==> src/rtl/evt_router_pkg.sv <==
package evt_router_pkg;
  localparam int unsigned BUS_AW = 12;
  localparam int unsigned MAP_W  = 4;

  localparam logic [3:0] RGN_CTL  = 4'h0;
  localparam logic [3:0] RGN_CMAP = 4'h1;
  localparam logic [3:0] RGN_HMAP = 4'h2;
  localparam logic [3:0] RGN_PIDX = 4'h3;

  localparam logic [5:0] W_GLB     = 6'd0;
  localparam logic [5:0] W_EN_SET0 = 6'd1;
  localparam logic [5:0] W_EN_SET1 = 6'd2;
  localparam logic [5:0] W_EN_CLR0 = 6'd3;
  localparam logic [5:0] W_EN_CLR1 = 6'd4;
  localparam logic [5:0] W_ST_CLR0 = 6'd5;
  localparam logic [5:0] W_ST_CLR1 = 6'd6;
  localparam logic [5:0] W_HEN_SET = 6'd7;
  localparam logic [5:0] W_HEN_CLR = 6'd8;

  localparam logic [31:0] PIDX_NONE = 32'h8000_0000;
endpackage

==> src/rtl/evt_pend_bank.sv <==
module evt_pend_bank #(
  parameter int unsigned N_EVT = 64
) (
  input  logic             clk_i,
  input  logic             rst_ni,
  input  logic [N_EVT-1:0] evt_i,
  input  logic [N_EVT-1:0] en_set_i,
  input  logic [N_EVT-1:0] en_clr_i,
  input  logic [N_EVT-1:0] st_clr_i,
  output logic [N_EVT-1:0] en_o,
  output logic [N_EVT-1:0] pend_o
);
  always_ff @(posedge clk_i or negedge rst_ni) begin
    if (!rst_ni) begin
      en_o   <= '0;
      pend_o <= '0;
    end else begin
      en_o   <= (en_o | en_set_i) & ~en_clr_i;
      // a still-high input wins over a clear in the same cycle
      pend_o <= (pend_o & ~st_clr_i) | evt_i;
    end
  end
endmodule

==> src/rtl/evt_chan_sel.sv <==
module evt_chan_sel
  import evt_router_pkg::*;
#(
  parameter int unsigned N_EVT = 64,
  parameter int unsigned EW    = 6,
  parameter int unsigned CH    = 0
) (
  input  logic [N_EVT-1:0]            active_i,
  input  logic [N_EVT-1:0][MAP_W-1:0] cmap_i,
  output logic                        hit_o,
  output logic [EW-1:0]               idx_o
);
  always_comb begin
    hit_o = 1'b0;
    idx_o = '0;
    for (int e = N_EVT - 1; e >= 0; e--) begin
      if (active_i[e] && (cmap_i[e] == MAP_W'(CH))) begin
        hit_o = 1'b1;
        idx_o = EW'(e);
      end
    end
  end
endmodule

==> src/rtl/evt_host_arb.sv <==
module evt_host_arb
  import evt_router_pkg::*;
#(
  parameter int unsigned N_CH = 10,
  parameter int unsigned EW   = 6,
  parameter int unsigned HOST = 0
) (
  input  logic [N_CH-1:0]            ch_hit_i,
  input  logic [N_CH-1:0][EW-1:0]    ch_idx_i,
  input  logic [N_CH-1:0][MAP_W-1:0] hmap_i,
  output logic                       hit_o,
  output logic [EW-1:0]              idx_o
);
  always_comb begin
    hit_o = 1'b0;
    idx_o = '0;
    for (int c = N_CH - 1; c >= 0; c--) begin
      if (ch_hit_i[c] && (hmap_i[c] == MAP_W'(HOST))) begin
        hit_o = 1'b1;
        idx_o = ch_idx_i[c];
      end
    end
  end
endmodule

==> src/rtl/evt_router.sv <==
module evt_router
  import evt_router_pkg::*;
#(
  parameter int unsigned N_EVT  = 64,
  parameter int unsigned N_CH   = 10,
  parameter int unsigned N_HOST = 10
) (
  input  logic              clk_i,
  input  logic              rst_ni,
  input  logic [N_EVT-1:0]  evt_i,
  input  logic [BUS_AW-1:0] bus_addr_i,
  input  logic              bus_we_i,
  input  logic [31:0]       bus_wdata_i,
  output logic [31:0]       bus_rdata_o,
  output logic [N_HOST-1:0] host_irq_o
);
  localparam int unsigned EW  = $clog2(N_EVT);
  localparam int unsigned HIW = $clog2(N_HOST);

  logic [3:0] rgn;
  logic [5:0] wsel;
  assign rgn  = bus_addr_i[11:8];
  assign wsel = bus_addr_i[7:2];

  logic ctl_we;
  assign ctl_we = bus_we_i && (rgn == RGN_CTL);

  // state
  logic                        glb_q;
  logic [N_HOST-1:0]           hen_q;
  logic [N_EVT-1:0][MAP_W-1:0] cmap_q;
  logic [N_CH-1:0][MAP_W-1:0]  hmap_q;
  logic [N_EVT-1:0]            en_q, pend_q;

  // write-one strobes, widened to 64 then cut to N_EVT
  logic [63:0] en_set64, en_clr64, st_clr64;
  always_comb begin
    en_set64 = '0;
    en_clr64 = '0;
    st_clr64 = '0;
    if (ctl_we) begin
      case (wsel)
        W_EN_SET0: en_set64[31:0]  = bus_wdata_i;
        W_EN_SET1: en_set64[63:32] = bus_wdata_i;
        W_EN_CLR0: en_clr64[31:0]  = bus_wdata_i;
        W_EN_CLR1: en_clr64[63:32] = bus_wdata_i;
        W_ST_CLR0: st_clr64[31:0]  = bus_wdata_i;
        W_ST_CLR1: st_clr64[63:32] = bus_wdata_i;
        default: ;
      endcase
    end
  end

  evt_pend_bank #(.N_EVT(N_EVT)) u_pend (
    .clk_i    (clk_i),
    .rst_ni   (rst_ni),
    .evt_i    (evt_i),
    .en_set_i (en_set64[N_EVT-1:0]),
    .en_clr_i (en_clr64[N_EVT-1:0]),
    .st_clr_i (st_clr64[N_EVT-1:0]),
    .en_o     (en_q),
    .pend_o   (pend_q)
  );

  logic hidx_ok;
  assign hidx_ok = (bus_wdata_i < 32'(N_HOST));

  always_ff @(posedge clk_i or negedge rst_ni) begin
    if (!rst_ni) begin
      glb_q <= 1'b0;
      hen_q <= '0;
    end else if (ctl_we) begin
      if (wsel == W_GLB) glb_q <= bus_wdata_i[0];
      if (wsel == W_HEN_SET && hidx_ok) hen_q[bus_wdata_i[HIW-1:0]] <= 1'b1;
      if (wsel == W_HEN_CLR && hidx_ok) hen_q[bus_wdata_i[HIW-1:0]] <= 1'b0;
    end
  end

  always_ff @(posedge clk_i or negedge rst_ni) begin
    if (!rst_ni) begin
      cmap_q <= '0;
    end else if (bus_we_i && rgn == RGN_CMAP) begin
      for (int e = 0; e < N_EVT; e++)
        if (wsel == 6'(e / 4)) cmap_q[e] <= bus_wdata_i[(e % 4) * 8 +: MAP_W];
    end
  end

  always_ff @(posedge clk_i or negedge rst_ni) begin
    if (!rst_ni) begin
      hmap_q <= '0;
    end else if (bus_we_i && rgn == RGN_HMAP) begin
      for (int c = 0; c < N_CH; c++)
        if (wsel == 6'(c / 4)) hmap_q[c] <= bus_wdata_i[(c % 4) * 8 +: MAP_W];
    end
  end

  // stage 1: per channel, lowest active event
  logic [N_EVT-1:0]         active;
  logic [N_CH-1:0]          ch_hit;
  logic [N_CH-1:0][EW-1:0]  ch_idx;
  assign active = en_q & pend_q;

  for (genvar c = 0; c < N_CH; c++) begin : g_ch
    evt_chan_sel #(.N_EVT(N_EVT), .EW(EW), .CH(c)) u_sel (
      .active_i (active),
      .cmap_i   (cmap_q),
      .hit_o    (ch_hit[c]),
      .idx_o    (ch_idx[c])
    );
  end

  // stage 2: per host, lowest hitting channel
  logic [N_HOST-1:0]         host_hit;
  logic [N_HOST-1:0][EW-1:0] host_idx;

  for (genvar h = 0; h < N_HOST; h++) begin : g_host
    evt_host_arb #(.N_CH(N_CH), .EW(EW), .HOST(h)) u_arb (
      .ch_hit_i (ch_hit),
      .ch_idx_i (ch_idx),
      .hmap_i   (hmap_q),
      .hit_o    (host_hit[h]),
      .idx_o    (host_idx[h])
    );
  end

  assign host_irq_o = {N_HOST{glb_q}} & hen_q & host_hit;

  // read mux
  logic [63:0] en64, pend64;
  assign en64   = 64'(en_q);
  assign pend64 = 64'(pend_q);

  always_comb begin
    bus_rdata_o = '0;
    case (rgn)
      RGN_CTL: begin
        case (wsel)
          W_GLB:                bus_rdata_o = {31'b0, glb_q};
          W_EN_SET0, W_EN_CLR0: bus_rdata_o = en64[31:0];
          W_EN_SET1, W_EN_CLR1: bus_rdata_o = en64[63:32];
          W_ST_CLR0:            bus_rdata_o = pend64[31:0];
          W_ST_CLR1:            bus_rdata_o = pend64[63:32];
          W_HEN_SET, W_HEN_CLR: bus_rdata_o = 32'(hen_q);
          default:              bus_rdata_o = '0;
        endcase
      end
      RGN_CMAP: begin
        for (int e = 0; e < N_EVT; e++)
          if (wsel == 6'(e / 4)) bus_rdata_o[(e % 4) * 8 +: MAP_W] = cmap_q[e];
      end
      RGN_HMAP: begin
        for (int c = 0; c < N_CH; c++)
          if (wsel == 6'(c / 4)) bus_rdata_o[(c % 4) * 8 +: MAP_W] = hmap_q[c];
      end
      RGN_PIDX: begin
        for (int h = 0; h < N_HOST; h++)
          if (wsel == 6'(h)) bus_rdata_o = host_hit[h] ? 32'(host_idx[h]) : PIDX_NONE;
      end
      default: bus_rdata_o = '0;
    endcase
  end
endmodule

==> config.mk <==
export PLATFORM = sky130hd
export DESIGN_NAME = evt_router
export DESIGN_NICKNAME = d
export VERILOG_FILES = /design/src/rtl/evt_router_pkg.sv /design/src/rtl/evt_pend_bank.sv /design/src/rtl/evt_chan_sel.sv /design/src/rtl/evt_host_arb.sv /design/src/rtl/evt_router.sv
export SDC_FILE = /design/constraint.sdc
export NUM_CORES = 2
export LEC_CHECK = 0
export ABC_AREA = 1
export BUFFER_PORTS_ARGS = -buffer_cell sky130_fd_sc_hd__buf_2
export CORE_AREA = 2 2 350 352
export CTS_CLUSTER_SIZE = 12
export DETAILED_ROUTE_END_ITERATION = 8
export DIE_AREA = 0 0 352 354
export GPL_ROUTABILITY_DRIVEN = 1
export SLEW_MARGIN = 10
export SYNTH_ARGS = -nofsm -noshare
export SYNTH_HDL_FRONTEND = slang
export SYNTH_SLANG_ARGS = --single-unit
==> constraint.sdc <==
create_clock -name clk_i -period 14.2 [get_ports clk_i]
set_clock_uncertainty 0.15 [all_clocks]
set_input_delay 2.84 -clock clk_i [delete_from_list [all_inputs] [get_ports clk_i]]
set_output_delay 2.84 -clock clk_i [all_outputs]
set_load 0.02 [all_outputs]
# Yosys cells after proc, flatten, opt, wreduce, memory -nomap -nowiden
# Cells that the tools add are included.
dict set report op_classes {
  bitwise 12
  multipliers 0
  n_reduce_logical 845
  add_sub_neg 0
  div_mod_pow 0
  order_cmp 3
  eq_ne 684
  mux 1597
  n_shift 0
}
# op n
set ops {}
lappend ops {{$mux 6} 740}
lappend ops {{$eq 4x3->1 const B} 296}
lappend ops {{$mux 32} 26}
lappend ops {{$logic_and 1x1->1} 746}
lappend ops {{$mux 1} 741}
lappend ops {{$eq 4x2->1 const B} 150}
lappend ops {{$eq 4x4->1 const B} 148}
lappend ops {{$eq 4x1->1 const B} 75}
lappend ops {{$logic_not 4->1} 75}
lappend ops {{$mux 4} 74}
lappend ops {{$and 64x64->64} 3}
lappend ops {{$mux 64} 3}
lappend ops {{$pmux 32 s6} 1}
lappend ops {{$not 64->64} 2}
lappend ops {{$or 64x64->64} 2}
lappend ops {{$pmux 4 s4} 4}
lappend ops {{$eq 6x4->1 const B} 8}
lappend ops {{$reduce_and 2->1} 20}
lappend ops {{$lt 32x4->1 const B} 1}
lappend ops {{$pmux 4 s2} 4}
lappend ops {{$and 10x10->10} 3}
lappend ops {{$mux 10} 3}
lappend ops {{$eq 6x3->1 const B} 4}
lappend ops {{$eq 6x2->1 const B} 2}
lappend ops {{8 further kinds} 10}
dict set report totals {
  latch_bits 0
  mem_bits_ro 0
  wordCells 3219
  out_inout_bits 42
  memories 0
  ff_bits 435
  ram_bits 0
}

# Logic depth before layout (Yosys ltp)
dict set report depth {
  ltp_word 89
  depth_mapped 86
}

# By module
# A second synthesis with hierarchy kept.
dict set report unflattened {
  cells_unflattened 9629
  area_unflattened_um2 53013.3
}
# mod area_per_inst_um2 instances cells_each
set modules_own_cells {}
lappend modules_own_cells {evt_router 16967.5 1 2443}
lappend modules_own_cells {{evt_chan_sel at g_ch[5].u_sel ...} 2533.7 3 531}
lappend modules_own_cells {evt_pend_bank 4644.5 1 512}
lappend modules_own_cells {{evt_chan_sel at g_ch[4].u_sel ...} 2087.0 2 473}
lappend modules_own_cells {{evt_chan_sel at g_ch[1].u_sel ...} 2069.5 2 474}
lappend modules_own_cells {{evt_host_arb at g_host[5].u_arb ...} 975.9 3 205}
lappend modules_own_cells {{evt_chan_sel at g_ch[3].u_sel} 2133.3 1 414}
lappend modules_own_cells {{evt_host_arb at g_host[1].u_arb ...} 1008.5 2 214}
lappend modules_own_cells {{evt_chan_sel at g_ch[7].u_sel} 1994.4 1 423}
lappend modules_own_cells {{evt_host_arb at g_host[4].u_arb ...} 960.9 2 191}
lappend modules_own_cells {{evt_chan_sel at g_ch[0].u_sel} 1560.2 1 309}
lappend modules_own_cells {{evt_host_arb at g_host[7].u_arb} 1013.5 1 215}
lappend modules_own_cells {{evt_host_arb at g_host[3].u_arb} 1003.5 1 214}
lappend modules_own_cells {{evt_host_arb at g_host[0].u_arb} 915.9 1 187}

# Worst setup path before layout
# OpenSTA, ideal clock, no wires.
dict set report synth_path {
  path_kind {input-to-output}
  start {input port bus_addr_i[7]}
  end {output port bus_rdata_o[31]}
  t_required_ps 11210
  setup_slack_ps 6161
  arrival_time_ps 5049
  cell_stages 14
  path_cell_list {nor2_1 nand3_1 nor2_1 inv_1 clkbuf_1 o21ai_0 a21oi_1 o21ai_0 a21oi_1 o21ai_0 a21oi_1 o21ai_0 a31oi_1 o22ai_1}
}
dict set report synth_via {
  elab_chain_cells 12
  elab_cells_between_ends 25
  cone_classes {eq/ne: 9; mux: 12; reduce/logical: 4}
}
# element line
set synth_rtl {}
lappend synth_rtl {{start: declaration} evt_router.sv:11} ;# input logic [BUS_AW-1:0] bus_addr_i,
lappend synth_rtl {{$logic_not 6->1} {evt_router.sv:137, evt_router.sv:157}}
lappend synth_rtl {{$mux 32 (10 in series)} evt_router.sv:157} ;# if (wsel == 6'(h)) bus_rdata_o = host_hit[h] ? 32'(host_idx[h]) : PIDX_NONE;
lappend synth_rtl {{$pmux 4 s2 *} evt_router.sv:135} ;# case (rgn)
lappend synth_rtl {{end: declaration} evt_router.sv:14} ;# output logic [31:0] bus_rdata_o,
# Mark *: on every way between the ends. The rest lies on a longest branch, timed or not.

# Worst setup path after layout
dict set report layout_path {
  start {register u_pend.pend_o[59]}
  end {output port bus_rdata_o[1]}
}
dict set report layout_via {
  elab_chain_cells 85
  elab_cells_between_ends 1532
  cone_classes {mux: 1421; bitwise: 1; reduce/logical: 110}
}
# element line
set layout_rtl {}
lappend layout_rtl {{start: declaration} evt_pend_bank.sv:11} ;# output logic [N_EVT-1:0] pend_o
lappend layout_rtl {{start signal: assignment} evt_pend_bank.sv:20} ;# pend_o <= (pend_o & ~st_clr_i) | evt_i;
lappend layout_rtl {{$and 64x64->64 *} evt_router.sv:101} ;# assign active = en_q & pend_q;
lappend layout_rtl {{$logic_and 1x1->1} evt_chan_sel.sv:17} ;# if (active_i[e] && (cmap_i[e] == MAP_W'(CH))) begin
lappend layout_rtl {{$mux 1 (60 in series)} evt_chan_sel.sv:17}
lappend layout_rtl {{$logic_and 1x1->1} evt_host_arb.sv:18} ;# if (ch_hit_i[c] && (hmap_i[c] == MAP_W'(HOST))) begin
lappend layout_rtl {{$mux 6 or $mux 1 (tied branches) (10 in series)} evt_host_arb.sv:18}
lappend layout_rtl {{$mux 32 (10 in series)} evt_router.sv:157}
lappend layout_rtl {{$mux 32 *} evt_router.sv:157}
lappend layout_rtl {{$pmux 4 s4 *} evt_router.sv:135}
# Marked as above.

==> flow_summary.json <==
{
  "netlist_instances": 6728,
  "wl_per_cell_um": 27.4,
  "finalNetCount": 6958,
  "syn-num-nets": 6839,
  "dpl.cell_count": 8415,
  "hp-class": "reg2reg",
  "cts_buffers": 55,
  "synth_top_family_by_area": "simple AND/OR/NAND/NOR gates",
  "end_kind": "primary output",
  "cts_setup_buffers": 0,
  "worstPathRequired_ps": 11210,
  "dpl.hpwl_um": 187000,
  "layout.cells.non_filler": 8515,
  "critical-path-top-delay-family": "simple AND/OR/NAND/NOR gates",
  "cts.sinks": 435,
  "dieHeight_um": 354,
  "root_buffer": "clkbuf_16",
  "min_period_ps": 11940,
  "crit_type": "reg2out",
  "area_growth_pct": 12.3,
  "h-tree-depth": 2,
  "antenna_found_initial": 13,
  "dr.pass1.iters": 9,
  "drt-initial-drc-count": 7487,
  "synth_area_um2": 38500,
  "final_common_cell": "nand2_1",
  "p_leak_nw": 22.4,
  "io_pins": 153,
  "grt_use_total": 0.362,
  "grt_first_pass_wirelength_um": 325000,
  "cts_tree": "built",
  "arrival_ps": 8950,
  "avgSynthCellArea_um2": 5.72,
  "synthesis.yosys.warnings": 0,
  "grt_setup_unrepaired": "no",
  "clk_latency_ps": 680,
  "ys_seq_elements": 435,
  "coreArea_um2": 121000,
  "report.final.slew_viol_count": 0,
  "io_buffers": 150,
  "setup_ws_ps": 2260,
  "synth.top_cells.by_area": "dfrtp_1 (28%), nand2_1 (24%), o21ai_0 (9.2%), nor2_1 (8.3%), inv_1 (7.3%)",
  "synth.mux.area_fraction": 0,
  "clk_pin_slew_ps": 60,
  "synth_edf_count": 0,
  "slowest_stage": "o21bai_1",
  "tightestPinTransition_ps": 1230,
  "cap_viol_max_count": 0,
  "cp_num_buf_inv": 1,
  "p_per_area_nw_per_um2": 73.0,
  "drive_above_1_share": 0.0553,
  "async_flop_share": 1.00,
  "final_cell_mix": "nand2_1 (2487), nor2_1 (846), inv_1 (735)",
  "yosysSeqAreaShare": 0.283,
  "start_kind": "register",
  "min_period_over_period": 0.841,
  "tns_ps": 0,
  "synth_cell_types": 43,
  "fmax_ghz": 0.0838,
  "grt_pass1_vias": 43900,
  "crit_fanout": 9,
  "yosysTopAreaCell": "dfrtp_1",
  "status": "complete, no violations",
  "ir_drop_mv": 0.101,
  "cts_max_path_buffers": 3,
  "yosys.area_share.simple": 0.393,
  "gr-total-overflow": 0,
  "die_w_um": 352,
  "synth_top_area_frac": 0.283,
  "rows": 128,
  "place_ws_ps": 3030,
  "grt_max_degree": 146,
  "hold_viol": 0,
  "critical-path-max-stage-delay_ps": 610,
  "dr_total_vias": 48900,
  "cts_resized": 0,
  "ant_nets": 0,
  "start_util": 0.318,
  "dieArea_um2": 125000,
  "slew_headroom": 0.181,
  "postCtsHoldBufs": 0,
  "synth_xor_area_frac": 0,
  "viasPerCell": 5.74,
  "drc": 0,
  "routed_wirelength_um": 233000,
  "globalplace.congestion": 1.13,
  "finalSetupViolCount": 0,
  "synthAdderAreaFrac": 0,
  "critPathMostFrequentCell": "nor2_1",
  "synth_compound_area_frac": 0.232,
  "whs_ps": 358,
  "ys.flop_type": "dfrtp_1"
}
path summary, 6_finish.rpt:
kind                            slack [ps]  cells past startpoint                        start                 endpoint
worst max-delay path                  2260                     45  u_pend.pend_o[59]$_DFF_PN0_           bus_rdata_o[1]
worst min-delay path                   360                      2         hen_q[7]$_DFFE_PN0P_     hen_q[7]$_DFFE_PN0P_
worst max register to register       13020                      4         hen_q[3]$_DFFE_PN0P_     hen_q[3]$_DFFE_PN0P_
worst min register to register         360                      2         hen_q[7]$_DFFE_PN0P_     hen_q[7]$_DFFE_PN0P_
max in group asynchronous             9780                      3                       rst_ni    hmap_q[8]$_DFFE_PN0P_
min in group asynchronous             1970                      1                       rst_ni  cmap_q[237]$_DFFE_PN0P_
worst register-to-register path, delay by kind of cell (launching register included):
kind            cells  cell delay, ps
compound gates      2             230
buf+inv             2             340
flops               1             350
layer usage:
metal  up-vias  global-route usage  routed length, µm
li1      22400                   -                  -
met1     23100               0.511              99900
met2      2885               0.531              95500
met3       450              0.0651              24900
met4         6               0.172              12900
met5         -                   0                 41
registers in the layout, summed over array words and instances, names as in the netlist:
name and cells:
u_pend.en_o 64, hmap_q 40, u_pend.pend_o 64, hen_q 10
glb_q 1, cmap_q 256
per-stage QoR:
step	instance area, µm²	utilization	total power, mW
CTS	43200	0.357	3.15
finish	43200	0.357	3.15
global placement	41300	0.341	1.61
detailed placement	41300	0.341	1.61
global route	43200	0.357	3.23
floorplan	38500	-	1.43
layout make-up:
type / count / area [µm²]
well taps: 1625 / 2030
clock inverters: 28 / 374
repair buffers: 226 / 1340
fillers: 13600 / 77700
inverters: 781 / 2930
diodes: 1 / 2.50
clock buffers: 71 / 1540
flip-flops and latches: 435 / 10900
multi-input cells: 5348 / 24100
where the power goes:
group	total, mW	internal (mW)	leakage, nW	switching (mW)
Combinational	0.329	0.0622	15.7	0.266
Sequential	1.28	1.26	5.71	0.0243
Clock	1.54	0.909	0.943	0.635
Total	3.15	2.23	22.4	0.925
cell families (layout without fill, tap and decap cells):
logic type      count (synthesis)  in the layout
compound gates               1558           1558
buf+inv                       945           1106
flops                         435            435
other cells                     0              1
simple gates                 3790           3790
synthesized netlist by cell type, types with 53 or more instances:
master	instances
o211ai_1	76
nand2_1	2487
inv_1	746
a21oi_1	368
nand4_1	157
nand3_1	79
nor2_1	855
o21ai_0	708
clkbuf_1	152
nor3_1	145
a31oi_1	53
dfrtp_1	435
o22ai_1	111
(Power assumes the default switching activity.)
